## src/rtl/tdm_pkg.sv

```systemverilog
package tdm_pkg;
  // element length in bits for a word-length code, capped at the data width
  function automatic int unsigned word_len(input logic [1:0] code, input int unsigned dw);
    int unsigned n;
    n = 8 + 4 * int'(code);
    if (n > dw) n = dw;
    return n;
  endfunction
endpackage

```

## src/rtl/tdm_edge.sv

```systemverilog
module tdm_edge (
  input  logic clk,
  input  logic rst_n,
  input  logic bclk_i,
  input  logic fs_i,
  input  logic rx_i,
  input  logic fs_low,
  output logic fall,
  output logic rise,
  output logic fs_act,
  output logic rx_bit
);
  logic b1, b2, f1, r1;

  always_ff @(posedge clk) begin
    if (!rst_n) begin
      b1 <= 1'b0;
      b2 <= 1'b0;
      f1 <= 1'b0;
      r1 <= 1'b0;
    end else begin
      b1 <= bclk_i;
      b2 <= b1;
      f1 <= fs_i;
      r1 <= rx_i;
    end
  end

  assign fall   = b2 & ~b1;
  assign rise   = ~b2 & b1;
  assign fs_act = f1 ^ fs_low;
  assign rx_bit = r1;
endmodule

```

## src/rtl/tdm_frame_ctrl.sv

```systemverilog
module tdm_frame_ctrl #(
  parameter int FL_W  = 5,
  parameter int BIT_W = 4
) (
  input  logic             clk,
  input  logic             rst_n,
  input  logic             fall,
  input  logic             fs_act,
  input  logic [FL_W-1:0]  cfg_frame_len,
  input  logic [BIT_W-1:0] wmax,
  input  logic [1:0]       delay,
  output logic             data_now,
  output logic             last_bit,
  output logic [FL_W-1:0]  cur_elem,
  output logic             start_now,
  output logic             next_data,
  output logic             next_first,
  output logic             err_o
);
  logic             act_q, act_n, fs_prev, sync;
  logic [1:0]       dly_q, dly_n, dmax;
  logic [BIT_W-1:0] bit_q, bit_n, cur_bit;
  logic [FL_W-1:0]  elem_q, elem_n;

  always_comb begin
    dmax     = (delay == 2'd3) ? 2'd2 : delay;
    sync     = fall & fs_act & ~fs_prev;
    cur_bit  = sync ? wmax : bit_q;
    cur_elem = sync ? '0 : elem_q;
    data_now = sync ? (dmax == 2'd0) : (fall & act_q & (dly_q <= 2'd1));
    last_bit = data_now & (cur_bit == '0);
    act_n  = act_q;
    dly_n  = dly_q;
    bit_n  = bit_q;
    elem_n = elem_q;
    if (sync) begin
      act_n  = 1'b1;
      dly_n  = dmax;
      bit_n  = wmax;
      elem_n = '0;
    end else if (fall && act_q && dly_q != 2'd0) begin
      dly_n = dly_q - 2'd1;
    end
    if (data_now) begin
      if (cur_bit == '0) begin
        bit_n = wmax;
        if (cur_elem == cfg_frame_len) act_n = 1'b0;
        else elem_n = cur_elem + 1'b1;
      end else begin
        bit_n = cur_bit - 1'b1;
      end
    end
    next_data  = act_n & (dly_n <= 2'd1);
    next_first = (bit_n == wmax);
    start_now  = sync & (dmax == 2'd0);
  end

  always_ff @(posedge clk) begin
    if (!rst_n) begin
      act_q   <= 1'b0;
      fs_prev <= 1'b0;
      dly_q   <= '0;
      bit_q   <= '0;
      elem_q  <= '0;
      err_o   <= 1'b0;
    end else if (fall) begin
      act_q   <= act_n;
      fs_prev <= fs_act;
      dly_q   <= dly_n;
      bit_q   <= bit_n;
      elem_q  <= elem_n;
      if (sync && act_q) err_o <= 1'b1;
    end
  end
endmodule

```

## src/rtl/tdm_rx_path.sv

```systemverilog
module tdm_rx_path #(
  parameter int DATA_W = 16,
  parameter int FL_W   = 5
) (
  input  logic              clk,
  input  logic              rst_n,
  input  logic              data_now,
  input  logic              last_bit,
  input  logic [FL_W-1:0]   cur_elem,
  input  logic              rx_bit,
  input  logic [DATA_W-1:0] mask,
  output logic              rx_valid_o,
  output logic [DATA_W-1:0] rx_word_o,
  output logic [FL_W-1:0]   rx_index_o
);
  logic [DATA_W-1:0] sh, sh_n;

  assign sh_n = {sh[DATA_W-2:0], rx_bit};

  always_ff @(posedge clk) begin
    if (!rst_n) begin
      sh         <= '0;
      rx_valid_o <= 1'b0;
      rx_word_o  <= '0;
      rx_index_o <= '0;
    end else begin
      rx_valid_o <= 1'b0;
      if (data_now) begin
        sh <= sh_n;
        if (last_bit) begin
          rx_valid_o <= 1'b1;
          rx_word_o  <= sh_n & mask;
          rx_index_o <= cur_elem;
        end
      end
    end
  end
endmodule

```

## src/rtl/tdm_tx_path.sv

```systemverilog
module tdm_tx_path #(
  parameter int DATA_W = 16,
  parameter int BIT_W  = 4
) (
  input  logic              clk,
  input  logic              rst_n,
  input  logic              fall,
  input  logic              rise,
  input  logic              start_now,
  input  logic              next_data,
  input  logic              next_first,
  input  logic [BIT_W:0]    align,
  input  logic              tx_valid_i,
  input  logic [DATA_W-1:0] tx_word_i,
  output logic              tx_ready_o,
  output logic              tx_data_o,
  output logic              urun_o
);
  logic              full, pend, accept, consume;
  logic [DATA_W-1:0] hold, sh, aligned;

  assign tx_ready_o = ~full;
  assign accept     = tx_valid_i & ~full;
  assign consume    = fall & (start_now | (next_data & next_first));
  assign aligned    = (full ? hold : '0) << align;

  always_ff @(posedge clk) begin
    if (!rst_n) begin
      full      <= 1'b0;
      hold      <= '0;
      sh        <= '0;
      pend      <= 1'b0;
      tx_data_o <= 1'b0;
      urun_o    <= 1'b0;
    end else begin
      if (accept) hold <= tx_word_i;
      if (consume) full <= accept;
      else if (accept) full <= 1'b1;
      if (consume && !full) urun_o <= 1'b1;
      if (fall) begin
        if (start_now) begin
          tx_data_o <= aligned[DATA_W-1];
          sh        <= aligned << 1;
          pend      <= next_data;
        end else if (consume) begin
          sh   <= aligned;
          pend <= 1'b1;
        end else begin
          pend <= next_data;
        end
      end else if (rise) begin
        tx_data_o <= pend & sh[DATA_W-1];
        if (pend) sh <= sh << 1;
        pend <= 1'b0;
      end
    end
  end
endmodule

```

## src/rtl/tdm_serdes.sv

```systemverilog
module tdm_serdes #(
  parameter int DATA_W = 16,
  parameter int FL_W   = 5
) (
  input  logic              clk,
  input  logic              rst_n,
  input  logic [FL_W-1:0]   cfg_frame_len,
  input  logic [1:0]        cfg_word_code,
  input  logic [1:0]        cfg_delay,
  input  logic              cfg_fs_low,
  input  logic              bclk_i,
  input  logic              fsync_i,
  input  logic              rx_data_i,
  output logic              tx_data_o,
  output logic              rx_valid_o,
  output logic [DATA_W-1:0] rx_word_o,
  output logic [FL_W-1:0]   rx_index_o,
  input  logic              tx_valid_i,
  output logic              tx_ready_o,
  input  logic [DATA_W-1:0] tx_word_i,
  output logic              err_sync_o,
  output logic              err_urun_o
);
  import tdm_pkg::*;
  localparam int BIT_W = $clog2(DATA_W);

  logic              fall, rise, fs_act, rx_bit;
  logic [BIT_W:0]    wl, align;
  logic [BIT_W-1:0]  wmax;
  logic [DATA_W-1:0] mask;
  logic              data_now, last_bit, start_now, next_data, next_first;
  logic [FL_W-1:0]   cur_elem;

  always_comb begin
    wl    = (BIT_W+1)'(word_len(cfg_word_code, DATA_W));
    wmax  = BIT_W'(wl - 1'b1);
    align = (BIT_W+1)'(DATA_W) - wl;
    mask  = {DATA_W{1'b1}} >> align;
  end

  tdm_edge u_edge (
    .clk(clk), .rst_n(rst_n), .bclk_i(bclk_i), .fs_i(fsync_i), .rx_i(rx_data_i),
    .fs_low(cfg_fs_low), .fall(fall), .rise(rise), .fs_act(fs_act), .rx_bit(rx_bit)
  );

  tdm_frame_ctrl #(.FL_W(FL_W), .BIT_W(BIT_W)) u_ctrl (
    .clk(clk), .rst_n(rst_n), .fall(fall), .fs_act(fs_act),
    .cfg_frame_len(cfg_frame_len), .wmax(wmax), .delay(cfg_delay),
    .data_now(data_now), .last_bit(last_bit), .cur_elem(cur_elem),
    .start_now(start_now), .next_data(next_data), .next_first(next_first),
    .err_o(err_sync_o)
  );

  tdm_rx_path #(.DATA_W(DATA_W), .FL_W(FL_W)) u_rx (
    .clk(clk), .rst_n(rst_n), .data_now(data_now), .last_bit(last_bit),
    .cur_elem(cur_elem), .rx_bit(rx_bit), .mask(mask),
    .rx_valid_o(rx_valid_o), .rx_word_o(rx_word_o), .rx_index_o(rx_index_o)
  );

  tdm_tx_path #(.DATA_W(DATA_W), .BIT_W(BIT_W)) u_tx (
    .clk(clk), .rst_n(rst_n), .fall(fall), .rise(rise), .start_now(start_now),
    .next_data(next_data), .next_first(next_first), .align(align),
    .tx_valid_i(tx_valid_i), .tx_word_i(tx_word_i), .tx_ready_o(tx_ready_o),
    .tx_data_o(tx_data_o), .urun_o(err_urun_o)
  );
endmodule

```

## config.mk

```make
export PLATFORM = sky130hd
export DESIGN_NAME = tdm_serdes
export DESIGN_NICKNAME = d
export VERILOG_FILES = /design/src/rtl/tdm_pkg.sv /design/src/rtl/tdm_edge.sv /design/src/rtl/tdm_frame_ctrl.sv /design/src/rtl/tdm_rx_path.sv /design/src/rtl/tdm_tx_path.sv /design/src/rtl/tdm_serdes.sv
export SDC_FILE = /design/constraint.sdc
export NUM_CORES = 1
export LEC_CHECK = 0
export CELL_PAD_IN_SITES_DETAIL_PLACEMENT = 0
export CELL_PAD_IN_SITES_GLOBAL_PLACEMENT = 1
export CORE_ASPECT_RATIO = 1.5
export CORE_MARGIN = 5
export CORE_UTILIZATION = 40
export CTS_CLUSTER_DIAMETER = 60
export DETAILED_ROUTE_END_ITERATION = 10
export GPL_TIMING_DRIVEN = 0
export PLACE_DENSITY_LB_ADDON = 0.2
export SETUP_SLACK_MARGIN = 0.5
export SLEW_MARGIN = 20
export SYNTH_ARGS = -nofsm -noshare
export SYNTH_HDL_FRONTEND = slang
export SYNTH_HIERARCHICAL = 1
export SYNTH_SLANG_ARGS = --single-unit
```

## constraint.sdc

```tcl
create_clock -name clk -period 3.8 [get_ports clk]
set_input_delay 0.57 -clock clk [delete_from_list [all_inputs] [get_ports clk]]
set_output_delay 0.57 -clock clk [all_outputs]
set_load 0.05 [all_outputs]
```

==> flow_metrics.env, run 1 <==
export IMPL_worst_pin_slew_ns=0.918
export IMPL_slew_viol_final=0
export IMPL_synth_top_cell_area_share_pct=32.9
export IMPL_wire_per_inst_um=16.7
export IMPL_grt_ovfl_total=0
export IMPL_syn_area_per_cell_sq_um=9.29
export IMPL_max_freq_ghz=0.278
export IMPL_cts_made_buffers=9
export IMPL_place_hpwl_mm=10.7
export IMPL_cts_tree="built"
export IMPL_crit_type="in -> reg"
export IMPL_grt_pass1_wl_mm=24.4
export IMPL_worst_setup_path_end_kind="register"
export IMPL_place_ws_ns=-0.849
export IMPL_syn_to_final_growth_pct=30.4
export IMPL_clkTransAtPathRegs_ns=0.08
export IMPL_gp_congestion=0.894
export IMPL_synth_cell_type_count=71
export IMPL_worst_ir_drop_vdd_v=0.000183
export IMPL_power_density_nw_per_um2=319
export IMPL_synth_edf_count=0
export IMPL_yosysWarnings=6
export IMPL_yosys_top_cells_area="dfxtp_1 33%, mux2i_1 5.4%, a21boi_2 3.9%, nand2_1 3.9%, a21oi_1 3.6%"
export IMPL_cp_max_fo=4
export IMPL_mostFrequentLayoutCells="88 x dfxtp_1, 56 x clkdlybuf4s50_1, 56 x nand2_1"
export IMPL_vias=4781
export IMPL_placementRows=52
export IMPL_antennaDiodeCount=0
export IMPL_wl_mm=14.7
export IMPL_grt_use_total_pct=18.4
export IMPL_rr_worst_depth=22
export IMPL_power_mw=2.30
export IMPL_hold_depth=2
export IMPL_fin_nets=752
export IMPL_outcome="complete, no violations"
export IMPL_regArea_sq_um=1830
export IMPL_slew_headroom_pct=38.6
export IMPL_root_buffer="clkbuf_16"
export IMPL_initial_core_util_pct=40.9
export IMPL_die_area_sq_um=16300
export IMPL_yosys_area_top_type="dfxtp_1"
export IMPL_io_pins=58
export IMPL_viasPerCell=5.41
export IMPL_async_flop_share_pct=0
export IMPL_die_x_um=106
export IMPL_holdCritPathClass="reg -> reg"
export IMPL_antenna_found_initial=0
export IMPL_grt_pass1_vias=4931
export IMPL_finalHoldViolCount=0
export IMPL_grt_start_max_net_pins=20
export IMPL_fin_crit_sh_pct=94.6
export IMPL_die_y_um=154
export IMPL_fin_crit_ns=3.60
export IMPL_netlist_instances=595
export IMPL_firstDrtPassIters=6
export IMPL_drtAntennaViolNets=0
export IMPL_ys_ff_latch=91
export IMPL_drc=0
export IMPL_fin_worst_skew_ns=0.0112
export IMPL_syn_cell_area_sq_um=5530
export IMPL_clock_latency_ns=0.35
export IMPL_yosysSeqAreaShare_pct=32.9
export IMPL_fillCellCount=1273
export IMPL_fin_ws_ns=0.205
export IMPL_core_area_sq_um=13500
export IMPL_drt_initial_drc_count=189
export IMPL_setup_violations=0
export IMPL_critPathLaunchType="input port"
export IMPL_htree_levels=3
export IMPL_multi_input_area_sq_um=3660
export IMPL_cts_num_sinks=91
export IMPL_critical_path_arrival_ns=3.83
export IMPL_drive_gt1_share_pct=25.8
export IMPL_required_ns=4.04
export IMPL_layout_commonest_cell="dfxtp_1"
export IMPL_maxCapViolCount=0
export IMPL_p_leak_nw=2.76
export IMPL_synth_ff_type="dfxtp_1"
export IMPL_rsz0062_at_grt="yes"
export IMPL_clockBufferDepth=2
export IMPL_port_buffer_count=57
[cell type report]
class | instances | area share (%)
buffer | 45 | 5.00
clock buffer | 9 | 3.12
clock inverter | 7 | 1.46
inverter | 12 | 0.625
multi-input combinational | 476 | 50.8
sequential | 91 | 25.4
tap | 162 | 2.81
timing repair buffer | 81 | 10.9
[what timing repair did]
item / CTS / global route
resized for setup: 44 / 25
pin swaps: 10 / 7
setup buffers: 20 / 2
hold buffers: 0 / 0
gates cloned: 2 / 0
setup endpoints to repair: 18 / 18
[layer usage]
metal,track usage (%),routed length (um),vias up
li1,-,-,2375
met2,34.9,7990,94
met3,3.31,491,21
met5,0,0,-
met4,7.90,347,0
met1,19.7,5890,2291
[flip-flops by register name (all words and copies together), names as in the netlist, 2 cells and up]
register         flops
u_rx/rx_index_o      5
u_ctrl/elem_q        5
u_tx/hold           16
u_rx/rx_word_o      16
u_rx/sh             15
u_ctrl/dly_q         2
u_ctrl/bit_q         4
u_tx/sh             16
[where the power goes]
| group | leakage (nW) | switching, mW | internal, mW | total, mW |
|---|---|---|---|---|
| clock | 0.159 | 0.418 | 0.589 | 1.01 |
| sequential | 0.738 | 0.0219 | 0.971 | 0.993 |
| combinational | 1.86 | 0.155 | 0.144 | 0.299 |
[final timing paths]
kind	endpoint	slack [ns]	from
worst min-delay path	u_tx/sh[2]	0.46	u_tx/sh[1]
worst max register to register	u_tx/sh[13]	0.22	u_edge/b2
worst min register to register	u_tx/sh[2]	0.46	u_tx/sh[1]
worst max-delay path	u_tx/sh[13]	0.20	cfg_fs_low
[cell usage after synthesis (13+ instances only)]
library cell	n
a21boi_2	19
clkbuf_1	15
nand3_1	13
a21bo_2	16
nand2_1	57
a21boi_0	18
dfxtp_1	91
nor2_1	32
o21ai_0	22
nand4_2	14
nor2b_1	28
mux2i_1	30
a21oi_1	40
[cell families (layout without fill, tap and decap cells)]
| group | count (synthesis) | count (layout) | synth area share (%) |
|---|---|---|---|
| other | 2 | 31 | 0.136 |
| and+or+nand+nor | 205 | 205 | 21.6 |
| AOI/OAI and AO/OA | 174 | 174 | 23.3 |
| buffers and inverters | 57 | 154 | 6.70 |
| adders and majority gates | 4 | 4 | 0.905 |
| xor gates and xnor gates | 10 | 10 | 1.58 |
| muxes | 52 | 52 | 12.8 |
| DFF | 91 | 91 | 32.9 |
[worst max-delay path: stages]
cell       delay [ns]
buf_2            0.13
xor2_4           0.19
and3b_1          0.19
buf_6            0.12
clkbuf_16        0.15
mux2i_4          0.17
ha_2             0.20
or3b_4           0.40
nor2_4           0.11
nor2_4           0.05
a221oi_2         0.28
o32ai_2          0.12
nor3_2           0.21
a21oi_2          0.12
nor2_4           0.23
buf_6            0.13
buf_6            0.08
buf_6            0.08
buf_6            0.08
buf_6            0.08
buf_6            0.09
a211oi_2         0.05
[through the flow]
stage	setup TNS, ns	hold slack, ns	cell area [sq um]	std cells	util, %
after floorplan	0	0.430	5710	624	-
after global placement	-10.97	0.448	6480	843	47.9
after detailed placement	-12.20	0.460	6480	843	47.9
after CTS	0	0.465	7120	881	52.6
after global routing	0	0.501	7210	883	53.3
final	0	0.464	7210	883	53.3
Power figures use the tool's default switching activity.
==> run 2: changes to the inputs <==
- CORE_UTILIZATION: 40 -> 41
- CTS_BUF_LIST: default -> sky130_fd_sc_hd__clkbuf_8
==> run 2 against run 1 <==
  * Non-clock buffer count fell by 6
  * Worst hold slack got worse by 0.0011 ns
  * Largest power group is now sequential cells
  * Via count rose by 0.21%
  * Total power fell by 15%
  * Cell count fell by 0.68%
  * Clock power fell by 35%
  * Register-to-register slack barely moved
  * Wire length fell by 2.1%
  * Critical path depth fell by 1
  * First-iteration DRC count fell by 35%
==> flow_metrics.env, run 2 (synthesis gave the netlist of run 1 again) <==
export IMPL_layout_commonest_cell="dfxtp_1"
export IMPL_critical_path_arrival_ns=3.84
export IMPL_grt_pass1_wl_mm=23.9
export IMPL_drtAntennaViolNets=0
export IMPL_slew_headroom_pct=43.5
export IMPL_setup_violations=0
export IMPL_wl_mm=14.4
export IMPL_p_sw_uw=574
export IMPL_clkTransAtPathRegs_ns=0.11
export IMPL_reg_top3="u_rx/rx_word_o x16, u_tx/hold x16, u_tx/sh x16"
export IMPL_post_route_util_pct=52.3
export IMPL_fin_setup_tns_ns=0
export IMPL_holdCritPathClass="reg -> reg"
export IMPL_cts_num_sinks=91
export IMPL_clockBufferDepth=2
export IMPL_maxCapViolCount=0
export IMPL_die_x_um=105
export IMPL_place_ws_ns=-0.812
export IMPL_worst_pin_slew_ns=0.845
export IMPL_fin_nets=746
export IMPL_clkPwrFrac_pct=33.8
export IMPL_placementRows=52
export IMPL_initial_core_util_pct=41.5
export IMPL_fin_crit_sh_pct=94.2
export IMPL_grt_start_max_net_pins=20
export IMPL_worst_setup_path_end_kind="register"
export IMPL_io_pins=58
export IMPL_rsz0062_at_grt="yes"
export IMPL_cts_tree="built"
export IMPL_grt_use_total_pct=18.0
export IMPL_drive_gt1_share_pct=24.8
export IMPL_cts_made_buffers=9
export IMPL_use_met2_pct=33.3
export IMPL_grt_pass1_vias=4919
export IMPL_critPathLaunchType="register"
export IMPL_die_y_um=152
export IMPL_outcome="complete, no violations"
export IMPL_p_leak_nw=2.64
export IMPL_use_met3_pct=2.84
export IMPL_finalHoldViolCount=0
export IMPL_htree_levels=3
export IMPL_die_area_sq_um=16000
export IMPL_max_freq_ghz=0.279
export IMPL_gr_max_usage_layer="met2"
export IMPL_antenna_found_initial=0
export IMPL_hold_buffers=0
export IMPL_fin_crit_ns=3.58
export IMPL_required_ns=4.06
export IMPL_drc=0
export IMPL_antennaDiodeCount=0
export IMPL_core_area_sq_um=13300
export IMPL_worst_ir_drop_vdd_v=0.000151
export IMPL_sw_frac_of_total_pct=29.5
export IMPL_p_int_mw=1.37
export IMPL_crit_type="reg -> reg"
export IMPL_place_inst=843
export IMPL_gp_congestion=0.898
export IMPL_clock_latency_ns=0.37
export IMPL_slew_viol_final=0
export IMPL_port_buffer_count=57
export IMPL_firstDrtPassIters=5
export IMPL_path_cells="nor2b_4 -> buf_6 -> and3b_1 -> buf_6 -> clkbuf_16 -> mux2i_4 -> ha_2 -> clkbuf_8 -> nand2b_1 -> nor3_2 -> nor2_4 -> a221oi_2 -> o32ai_2 -> nor3_2 -> a21oi_2 -> nor2_2 -> buf_4 -> a21o_4 -> o221ai_1 -> a21oi_1 -> nor2_1"
export IMPL_root_buffer="clkbuf_8"
export IMPL_cpMaxStageDelayCell="dfxtp_2"
export IMPL_grt_ovfl_total=0
export IMPL_power_density_nw_per_um2=279
export IMPL_fin_ws_ns=0.219
export IMPL_drt_initial_drc_count=123
export IMPL_power_mw=1.95
export IMPL_mostFrequentLayoutCells="89 x dfxtp_1, 56 x clkdlybuf4s50_1, 56 x nand2_1"
export IMPL_fin_worst_skew_ns=0.0125
export IMPL_crit_path_max_incr_delay_ns=0.34
export IMPL_wire_per_inst_um=16.4
export IMPL_met1_usage_pct=19.4
export IMPL_syn_to_final_growth_pct=26.2
export IMPL_place_hpwl_mm=10.7
export IMPL_vias=4791
export IMPL_viasPerCell=5.46
export IMPL_p_comb_share_pct=15.2
export IMPL_cp_max_fo=10
export IMPL_stdcell_count=877
export IMPL_p_seq_share_pct=51.0
[run 2: cell count changes in the layout (fill, tap and decap cells not counted), moves of 2 or more]
cell / before / now
inv_8: 1 / 3
bufinv_16: 2 / 0
clkbuf_8: 1 / 13
clkbuf_16: 10 / 1
buf_8: 4 / 2
a21oi_2: 6 / 9
a21oi_1: 33 / 30
buf_6: 16 / 10
[run 2: routing by layer]
metal | vias up | part of all wire (%)
li1 | 2371 | -
met1 | 2266 | 40
met2 | 116 | 53
met3 | 38 | 3.2
met4 | 0 | 3.7
met5 | - | 0
[run 2: worst paths after layout]
| kind | from | end | slack (ns) | cells after the start |
|---|---|---|---|---|
| worst min register to register | u_tx/sh[1] | u_tx/sh[2] | 0.46 | 2 |
| worst max register to register | u_edge/b2 | u_tx/sh[6] | 0.22 | 21 |
| worst max-delay path | u_edge/b2 | u_tx/sh[6] | 0.22 | 21 |
| worst min-delay path | u_tx/sh[1] | u_tx/sh[2] | 0.46 | 2 |
[run 2: power by group through the flow]
stage                     clock network, mW  registers (mW)  logic, mW
after global routing                  0.724           0.997      0.323
after CTS                             0.690           0.993      0.286
after global placement                    0            1.01      0.269
after detailed placement                  0            1.01      0.273
final                                 0.657           0.993      0.296
after floorplan                           0            1.01      0.187
[run 2: worst max-delay path, delay by kind of cell, from the launching register on]
family                     cells  cell delay [ns]
AOI/OAI and AO/OA              6             0.93
adders and majority gates      1             0.21
buffers and inverters          5             0.68
DFF                            1             0.34
muxes                          1             0.17
and+or+nand+nor                8             1.15
[run 2: cell type report]
| cell class | instances | area [sq um] |
|---|---|---|
| timing repair buffer | 75 | 721 |
| multi-input combinational | 476 | 3630 |
| sequential | 91 | 1820 |
| clock buffer | 9 | 124 |
| tap | 162 | 203 |
| inverter | 12 | 45.0 |
| fill | 1255 | 6360 |
| buffer | 45 | 359 |
| clock inverter | 7 | 67.6 |
[run 2: repair_timing]
item | 4_1_cts | 5_1_grt
hold endpoints to repair | 0 | 0
buffers inserted | 12 | 4
pin swaps | 11 | 8
setup endpoints to repair | 18 | 18
cloned | 2 | 0
resized for setup | 35 | 21
[run 2: per-stage QoR]
step | cell area [sq um] | hold slack (ns)
floorplan | 5710 | 0.430
finish | 6980 | 0.463
global route | 6980 | 0.493
global placement | 6480 | 0.445
detailed placement | 6480 | 0.455
CTS | 6890 | 0.469
